--- src/rtl/xfc_pkg.sv ---
package xfc_pkg;
  // Source selected for one transmit slot, highest priority first after NONE
  typedef enum logic [2:0] {
    SRC_NONE = 3'd0,
    SRC_XOFF = 3'd1,
    SRC_XON  = 3'd2,
    SRC_HOST = 3'd3,
    SRC_FIFO = 3'd4
  } src_e;
endpackage

--- src/rtl/xfc_level_watch.sv ---
module xfc_level_watch #(
  parameter int LVL_W   = 8,
  parameter int HI_MARK = 240,
  parameter int LO_MARK = 16
) (
  input  logic             clk,
  input  logic             rst,
  input  logic [LVL_W-1:0] rx_level,
  output logic             above_hi,
  output logic             below_lo
);
  localparam logic [LVL_W-1:0] HI_V = LVL_W'(HI_MARK);
  localparam logic [LVL_W-1:0] LO_V = LVL_W'(LO_MARK);

  always_ff @(posedge clk) begin
    if (rst) begin
      above_hi <= 1'b0;
      below_lo <= 1'b0;
    end else begin
      above_hi <= (rx_level > HI_V);
      below_lo <= (rx_level < LO_V);
    end
  end
endmodule

--- src/rtl/xfc_host_queue.sv ---
module xfc_host_queue (
  input  logic clk,
  input  logic rst,
  input  logic auto_en,
  input  logic cmd_xon,
  input  logic cmd_xoff,
  input  logic cmd_kill,
  input  logic taken,
  output logic pending,
  output logic is_xoff
);
  always_ff @(posedge clk) begin
    if (rst) begin
      pending <= 1'b0;
      is_xoff <= 1'b0;
    end else if (cmd_xoff) begin
      pending <= 1'b1;
      is_xoff <= 1'b1;
    end else if (cmd_xon) begin
      pending <= 1'b1;
      is_xoff <= 1'b0;
    end else if (cmd_kill && !auto_en) begin
      pending <= 1'b0;
    end else if (taken) begin
      pending <= 1'b0;
    end
  end
endmodule

--- src/rtl/xfc_slot_arb.sv ---
module xfc_slot_arb
  import xfc_pkg::*;
#(
  parameter int DATA_W = 8
) (
  input  logic              clk,
  input  logic              rst,
  input  logic              auto_en,
  input  logic              above_hi,
  input  logic              below_lo,
  input  logic              host_pend,
  input  logic              host_is_xoff,
  input  logic [DATA_W-1:0] xon_char,
  input  logic [DATA_W-1:0] xoff_char,
  input  logic              txf_valid,
  input  logic [DATA_W-1:0] txf_data,
  input  logic              sh_ready,
  output logic              host_taken,
  output logic              txf_pop,
  output logic              sh_load,
  output logic [DATA_W-1:0] sh_data,
  output logic              sh_ctrl,
  output logic              xoff_sent
);
  src_e              sel;
  logic [DATA_W-1:0] sel_byte;
  logic              slot_open;

  // A slot is open when the shifter is idle and no load left last cycle
  assign slot_open = sh_ready && !sh_load;

  always_comb begin
    sel = SRC_NONE;
    if (slot_open) begin
      if (auto_en && above_hi && !xoff_sent)     sel = SRC_XOFF;
      else if (auto_en && below_lo && xoff_sent) sel = SRC_XON;
      else if (host_pend)                        sel = SRC_HOST;
      else if (txf_valid)                        sel = SRC_FIFO;
    end
  end

  always_comb begin
    case (sel)
      SRC_XOFF: sel_byte = xoff_char;
      SRC_XON:  sel_byte = xon_char;
      SRC_HOST: sel_byte = host_is_xoff ? xoff_char : xon_char;
      default:  sel_byte = txf_data;
    endcase
  end

  assign host_taken = (sel == SRC_HOST);

  always_ff @(posedge clk) begin
    if (rst) begin
      sh_load   <= 1'b0;
      sh_data   <= '0;
      sh_ctrl   <= 1'b0;
      txf_pop   <= 1'b0;
      xoff_sent <= 1'b0;
    end else begin
      sh_load <= (sel != SRC_NONE);
      txf_pop <= (sel == SRC_FIFO);
      if (sel != SRC_NONE) begin
        sh_data <= sel_byte;
        sh_ctrl <= (sel != SRC_FIFO);
      end
      if (!auto_en)            xoff_sent <= 1'b0;
      else if (sel == SRC_XOFF) xoff_sent <= 1'b1;
      else if (sel == SRC_XON)  xoff_sent <= 1'b0;
    end
  end
endmodule

--- src/rtl/xfc_inserter.sv ---
module xfc_inserter #(
  parameter int DATA_W  = 8,
  parameter int LVL_W   = 8,
  parameter int HI_MARK = 240,
  parameter int LO_MARK = 16
) (
  input  logic              clk,
  input  logic              rst,
  input  logic              auto_en,
  input  logic [LVL_W-1:0]  rx_level,
  input  logic [DATA_W-1:0] xon_char,
  input  logic [DATA_W-1:0] xoff_char,
  input  logic              cmd_xon,
  input  logic              cmd_xoff,
  input  logic              cmd_kill,
  input  logic              txf_valid,
  input  logic [DATA_W-1:0] txf_data,
  output logic              txf_pop,
  input  logic              sh_ready,
  output logic              sh_load,
  output logic [DATA_W-1:0] sh_data,
  output logic              sh_ctrl,
  output logic              xoff_sent,
  output logic              host_pending
);
  logic above_hi, below_lo;
  logic host_is_xoff, host_taken;

  xfc_level_watch #(.LVL_W(LVL_W), .HI_MARK(HI_MARK), .LO_MARK(LO_MARK)) u_lvl (
    .clk(clk), .rst(rst), .rx_level(rx_level),
    .above_hi(above_hi), .below_lo(below_lo)
  );

  xfc_host_queue u_host (
    .clk(clk), .rst(rst), .auto_en(auto_en),
    .cmd_xon(cmd_xon), .cmd_xoff(cmd_xoff), .cmd_kill(cmd_kill),
    .taken(host_taken), .pending(host_pending), .is_xoff(host_is_xoff)
  );

  xfc_slot_arb #(.DATA_W(DATA_W)) u_arb (
    .clk(clk), .rst(rst), .auto_en(auto_en),
    .above_hi(above_hi), .below_lo(below_lo),
    .host_pend(host_pending), .host_is_xoff(host_is_xoff),
    .xon_char(xon_char), .xoff_char(xoff_char),
    .txf_valid(txf_valid), .txf_data(txf_data), .sh_ready(sh_ready),
    .host_taken(host_taken), .txf_pop(txf_pop),
    .sh_load(sh_load), .sh_data(sh_data), .sh_ctrl(sh_ctrl),
    .xoff_sent(xoff_sent)
  );
endmodule

--- config.mk ---
export PLATFORM = sky130hd
export DESIGN_NAME = xfc_inserter
export DESIGN_NICKNAME = d
export VERILOG_FILES = /design/src/rtl/xfc_pkg.sv /design/src/rtl/xfc_level_watch.sv /design/src/rtl/xfc_host_queue.sv /design/src/rtl/xfc_slot_arb.sv /design/src/rtl/xfc_inserter.sv
export SDC_FILE = /design/constraint.sdc
export NUM_CORES = 1
export LEC_CHECK = 0
export BUFFER_PORTS_ARGS = -buffer_cell sky130_fd_sc_hd__buf_2
export CORE_MARGIN = 10
export CORE_UTILIZATION = 38
export DETAILED_ROUTE_END_ITERATION = 12
export GPL_TIMING_DRIVEN = 0
export HOLD_SLACK_MARGIN = 0.15
export PLACE_DENSITY = 0.73
export SYNTH_ARGS = -nofsm -noshare
export SYNTH_HDL_FRONTEND = slang
export SYNTH_HIERARCHICAL = 1
export SYNTH_SLANG_ARGS = --single-unit
export TNS_END_PERCENT = 5
--- constraint.sdc ---
create_clock -name clk -period 2.45 [get_ports clk]
set_input_delay 0.3675 -clock clk [delete_from_list [all_inputs] [get_ports clk]]
set_output_delay 0.3675 -clock clk [all_outputs]
set_load 0.005 [all_outputs]
==> Flow_metrics.wiki <==
{| class="wikitable"
! Metric !! Value
|-
| Post-place instance area || between 0.001 and 0.0015 mm²
|-
| Terminating pin of the worst hold path || u_lvl/below_lo
|-
| Share of total power in sequential cells || 45.8%
|-
| Number of setup buffers added after CTS || 0
|-
| Number of nets in the finished design || 180
|-
| CP bufs+invs || 1
|-
| Worst R2R Path Depth || 5
|-
| Hold Path Origin || rx_level[7]
|-
| Result of the run || finished clean
|-
| Dominant cells by area after synthesis || dfxtp_1 39%, nor3_2 11%, a222oi_1 9.8%
|-
| Worst R2R Start || u_arb/xoff_sent
|-
| Number of gates on the worst path with buffers counted || 5
|-
| Final estimated routing congestion in global placement || 0.898
|-
| Fraction of post-synthesis cell area in the top cell type by area || between 30% and 40%
|-
| Final count of negative-setup-slack endpoints || 0
|-
| Cells along the critical path || and3b_4 -> or3_1 -> clkbuf_1 -> a222oi_1 -> nor3_2
|-
| Total non-filler cell area in the finished layout || 0.00115 mm²
|-
| Endpoint of the worst-slack reg-to-reg timing path || u_arb/sh_data[2]
|-
| Sequential-to-total area share from yosys stat || 39.1%
|-
| Site Rows || 16
|-
| Post-route clock skew || approximately 0.0013 ns
|-
| Reg2Reg Setup Slack || 0.62 ns
|-
| Remaining max-slew budget at the tightest pin || 57.8%
|-
| Iteration-0 DRC Markers || 73
|-
| Post-layout min period || roughly 1.8 ns
|-
| Pwr Density || around 560 mW/mm²
|-
| Area inside the core boundary || between 0.002 and 0.0025 mm²
|-
| Setup repair after global routing missed its margin || no
|-
| Clock root buffer || clkbuf_4
|-
| Logic gate share of total power || 26.4%
|-
| Die Span Y || between 60 and 70 µm
|-
| Maximum number of pins on one net before global-route repair || 11
|-
| Number of levels in the clock H-tree || 1
|-
| Remaining design rule violation count || 0
|-
| Internal Power || 0.456 mW
|-
| Mapped cell area || between 800 and 900 µm²
|-
| Number of global-route vias before repair || ~940
|-
| Number of detailed-route iterations in the first pass || 4
|-
| Max Root-Sink Buffers || 2
|-
| IO Count || 53
|-
| NetSw || ~0.19 mW
|-
| Number of buffer cells added on primary ports || 52
|-
| Proportion of register bits with asynchronous set or reset after synthesis || 0%
|-
| Area of the die || about 0.0044 mm²
|-
| TritonCTS clock tree || yes
|-
| First-pass GRT wire length || ~4.4 mm
|-
| Fin. max-slew vios || 0
|-
| Antenna diode instance count || 0
|-
| Cell type with the largest total area after synthesis || dfxtp_1
|-
| Routed Wire Length || between 2 and 3 mm
|-
| Average size of a mapped cell || 9.86 µm²
|-
| Starting density of the core || 40.9%
|-
| Horiz. Die Dim || 66.4 µm
|-
| Reg clk slew, reported paths || around 0.10 ns
|-
| Share of final-layout standard cells stronger than drive strength 1 || a little over half
|-
| Accumulated negative setup slack || 0 ns
|-
| Critical path required time || about 2.6 ns
|-
| Proportion of power drawn by the clock network || 27.8%
|-
| Most instantiated flip-flop cell in the synthesis netlist || dfxtp_1
|-
| Max-cap viol count || 0
|-
| Count of instances resized after the clock tree is built || 0
|-
| Final antenna-violating net count || 0
|-
| F_max || about 0.55 GHz
|-
| Finished Core Util || 57.4%
|-
| Leakage power total || 0.538 nW
|-
| Peak supply drop || between 0.3 and 0.4 mV
|-
| Start-to-end type of the worst setup path || reg -> reg
|-
| Share of the clock period used by the worst path || 74.6%
|-
| Synthesis-stage register bit count || 16
|-
| Most common cell in the synthesized netlist || dfxtp_1
|-
| Count of final hold-check violations || 0
|-
| Post-detail-place hpwl || approximately 2.2 mm
|-
| Kind of launch point of the worst setup path || flop
|-
| Net count of the mapped netlist || between 100 and 150
|-
| Slowest Stage Delay on Critical Path || about 0.44 ns
|-
| Number of hold buffers added after cts || 0
|-
| Number of antenna violations at the first check in global routing || 0
|-
| Via count normalized by instance count || roughly 5.4
|-
| Count of yosys warnings during synthesis || 6
|-
| Insertion delay to the later sink of the worst-skew pair || roughly 0.28 ns
|-
| Sw Share || between 20% and 30%
|-
| Number of enable-type register cells in the synthesized netlist || 0
|-
| Cell depth of the worst hold path || 2
|-
| Number of sinks handled by clock tree synthesis || 16
|-
| Synth unique cells || 32
|-
| Routed WL per cell || around 17 µm
|-
| Measured slew at the worst slew-check pin || ~0.63 ns
|-
| Top cells by instance count after synthesis || 16 x dfxtp_1, 9 x nor3_2, 8 x a222oi_1, 8 x o22ai_1, 6 x nor2_1
|-
| Vias after detailed routing || ~900
|-
| CP max stage cell || dfxtp_1
|-
| Overflow after GRT || 0
|-
| Global-route usage over all layers || 12.6%
|-
| Synthesis-to-finish area growth || 40.4%
|-
| Worst EP arrival || roughly 2 ns
|-
| Largest fanout on the critical path || 9
|-
| Class of the tightest hold or removal check || in -> reg
|-
| Top delay family on crit path || simple AND/OR/NAND/NOR gates
|-
| Post-Synthesis Cells || 83
|-
| Inserted Clock Buffers || 3
|-
| Worst setup EP type || flop
|}
-- per-layer routing --
metal	share of wire [%]	wire length, µm	track usage [%]	up-vias
li1	-	-	-	449
met1	37	1020	13.5	418
met2	59	1620	23.1	26
met3	3.4	95	1.69	2
met4	1.2	34	6.54	0
met5	0	0	0	-
-- worst max-delay path by stage --
stage	slack (ns)	startpoint	end
2_1_floorplan	0.81	sh_ready	u_arb/sh_data[0]
3_3_place_gp	0.60	sh_ready	u_arb/sh_data[6]
3_5_place_dp	0.58	sh_ready	u_arb/sh_data[4]
4_1_cts	0.64	u_host/pending	u_arb/sh_data[4]
5_1_grt	0.52	u_arb/xoff_sent	u_arb/sh_data[1]
6_report	0.62	u_arb/xoff_sent	u_arb/sh_data[2]
-- worst register-to-register path: cells and delay by family (launching register included) --
kind | cells | cell delay [ns]
simple gates | 3 | 0.67
flops | 1 | 0.44
compound gates | 1 | 0.38
buf+inv | 1 | 0.21
-- metrics by stage --
stage	std cells	hold WS [ns]	total power [mW]	worst slack [ns]
after CTS	166	0.228	0.650	0.642
after global routing	166	0.225	0.688	0.520
final	166	0.240	0.643	0.622
after floorplan	83	0.437	0.396	0.811
after global placement	162	0.474	0.463	0.600
after detailed placement	162	0.483	0.471	0.575
-- power groups by stage --
stage                     clock (mW)  sequential (mW)  combinational [mW]
after floorplan                    0            0.301              0.0944
after global placement             0            0.299               0.164
after detailed placement           0            0.300               0.170
after CTS                      0.185            0.295               0.171
after global routing           0.204            0.298               0.186
final                          0.179            0.294               0.170
-- flip-flops by register name, indices dropped and copies added (netlist names) --
| register | count |
|---|---|
| u_arb/xoff_sent | 1 |
| u_lvl/above_hi | 1 |
| u_host/is_xoff | 1 |
| u_arb/sh_data | 8 |
| u_arb/txf_pop | 1 |
| u_host/pending | 1 |
| u_arb/sh_ctrl | 1 |
| u_lvl/below_lo | 1 |
| u_arb/sh_load | 1 |
-- layout by cell type (no fill, tap or decap), types with 2 or more instances in the layout --
cell and instances:
inv_1 3, clkbuf_4 3, nor3_2 9, o22ai_1 8, clkbuf_1 2, nand2_1 3, dfxtp_1 16, a21oi_1 4
nor2_1 6, buf_2 53, nand3_1 2, a222oi_1 8
-- final cells by class --
class                      count  area, µm²
buffer                         3       12.5
sequential                    16        320
multi-input combinational     61        474
tap                           27       33.8
fill                         206        853
timing repair buffer          52        260
inverter                       3       11.3
clock buffer                   4       36.3
-- kinds of logic after synthesis --
kind of cell    count (synthesis)  share of synthesized area (%)
simple gates                   32                           27.7
flops                          16                           39.1
compound gates                 29                           30.3
buf+inv                         6                           2.90
Power figures use the tool's default switching activity.
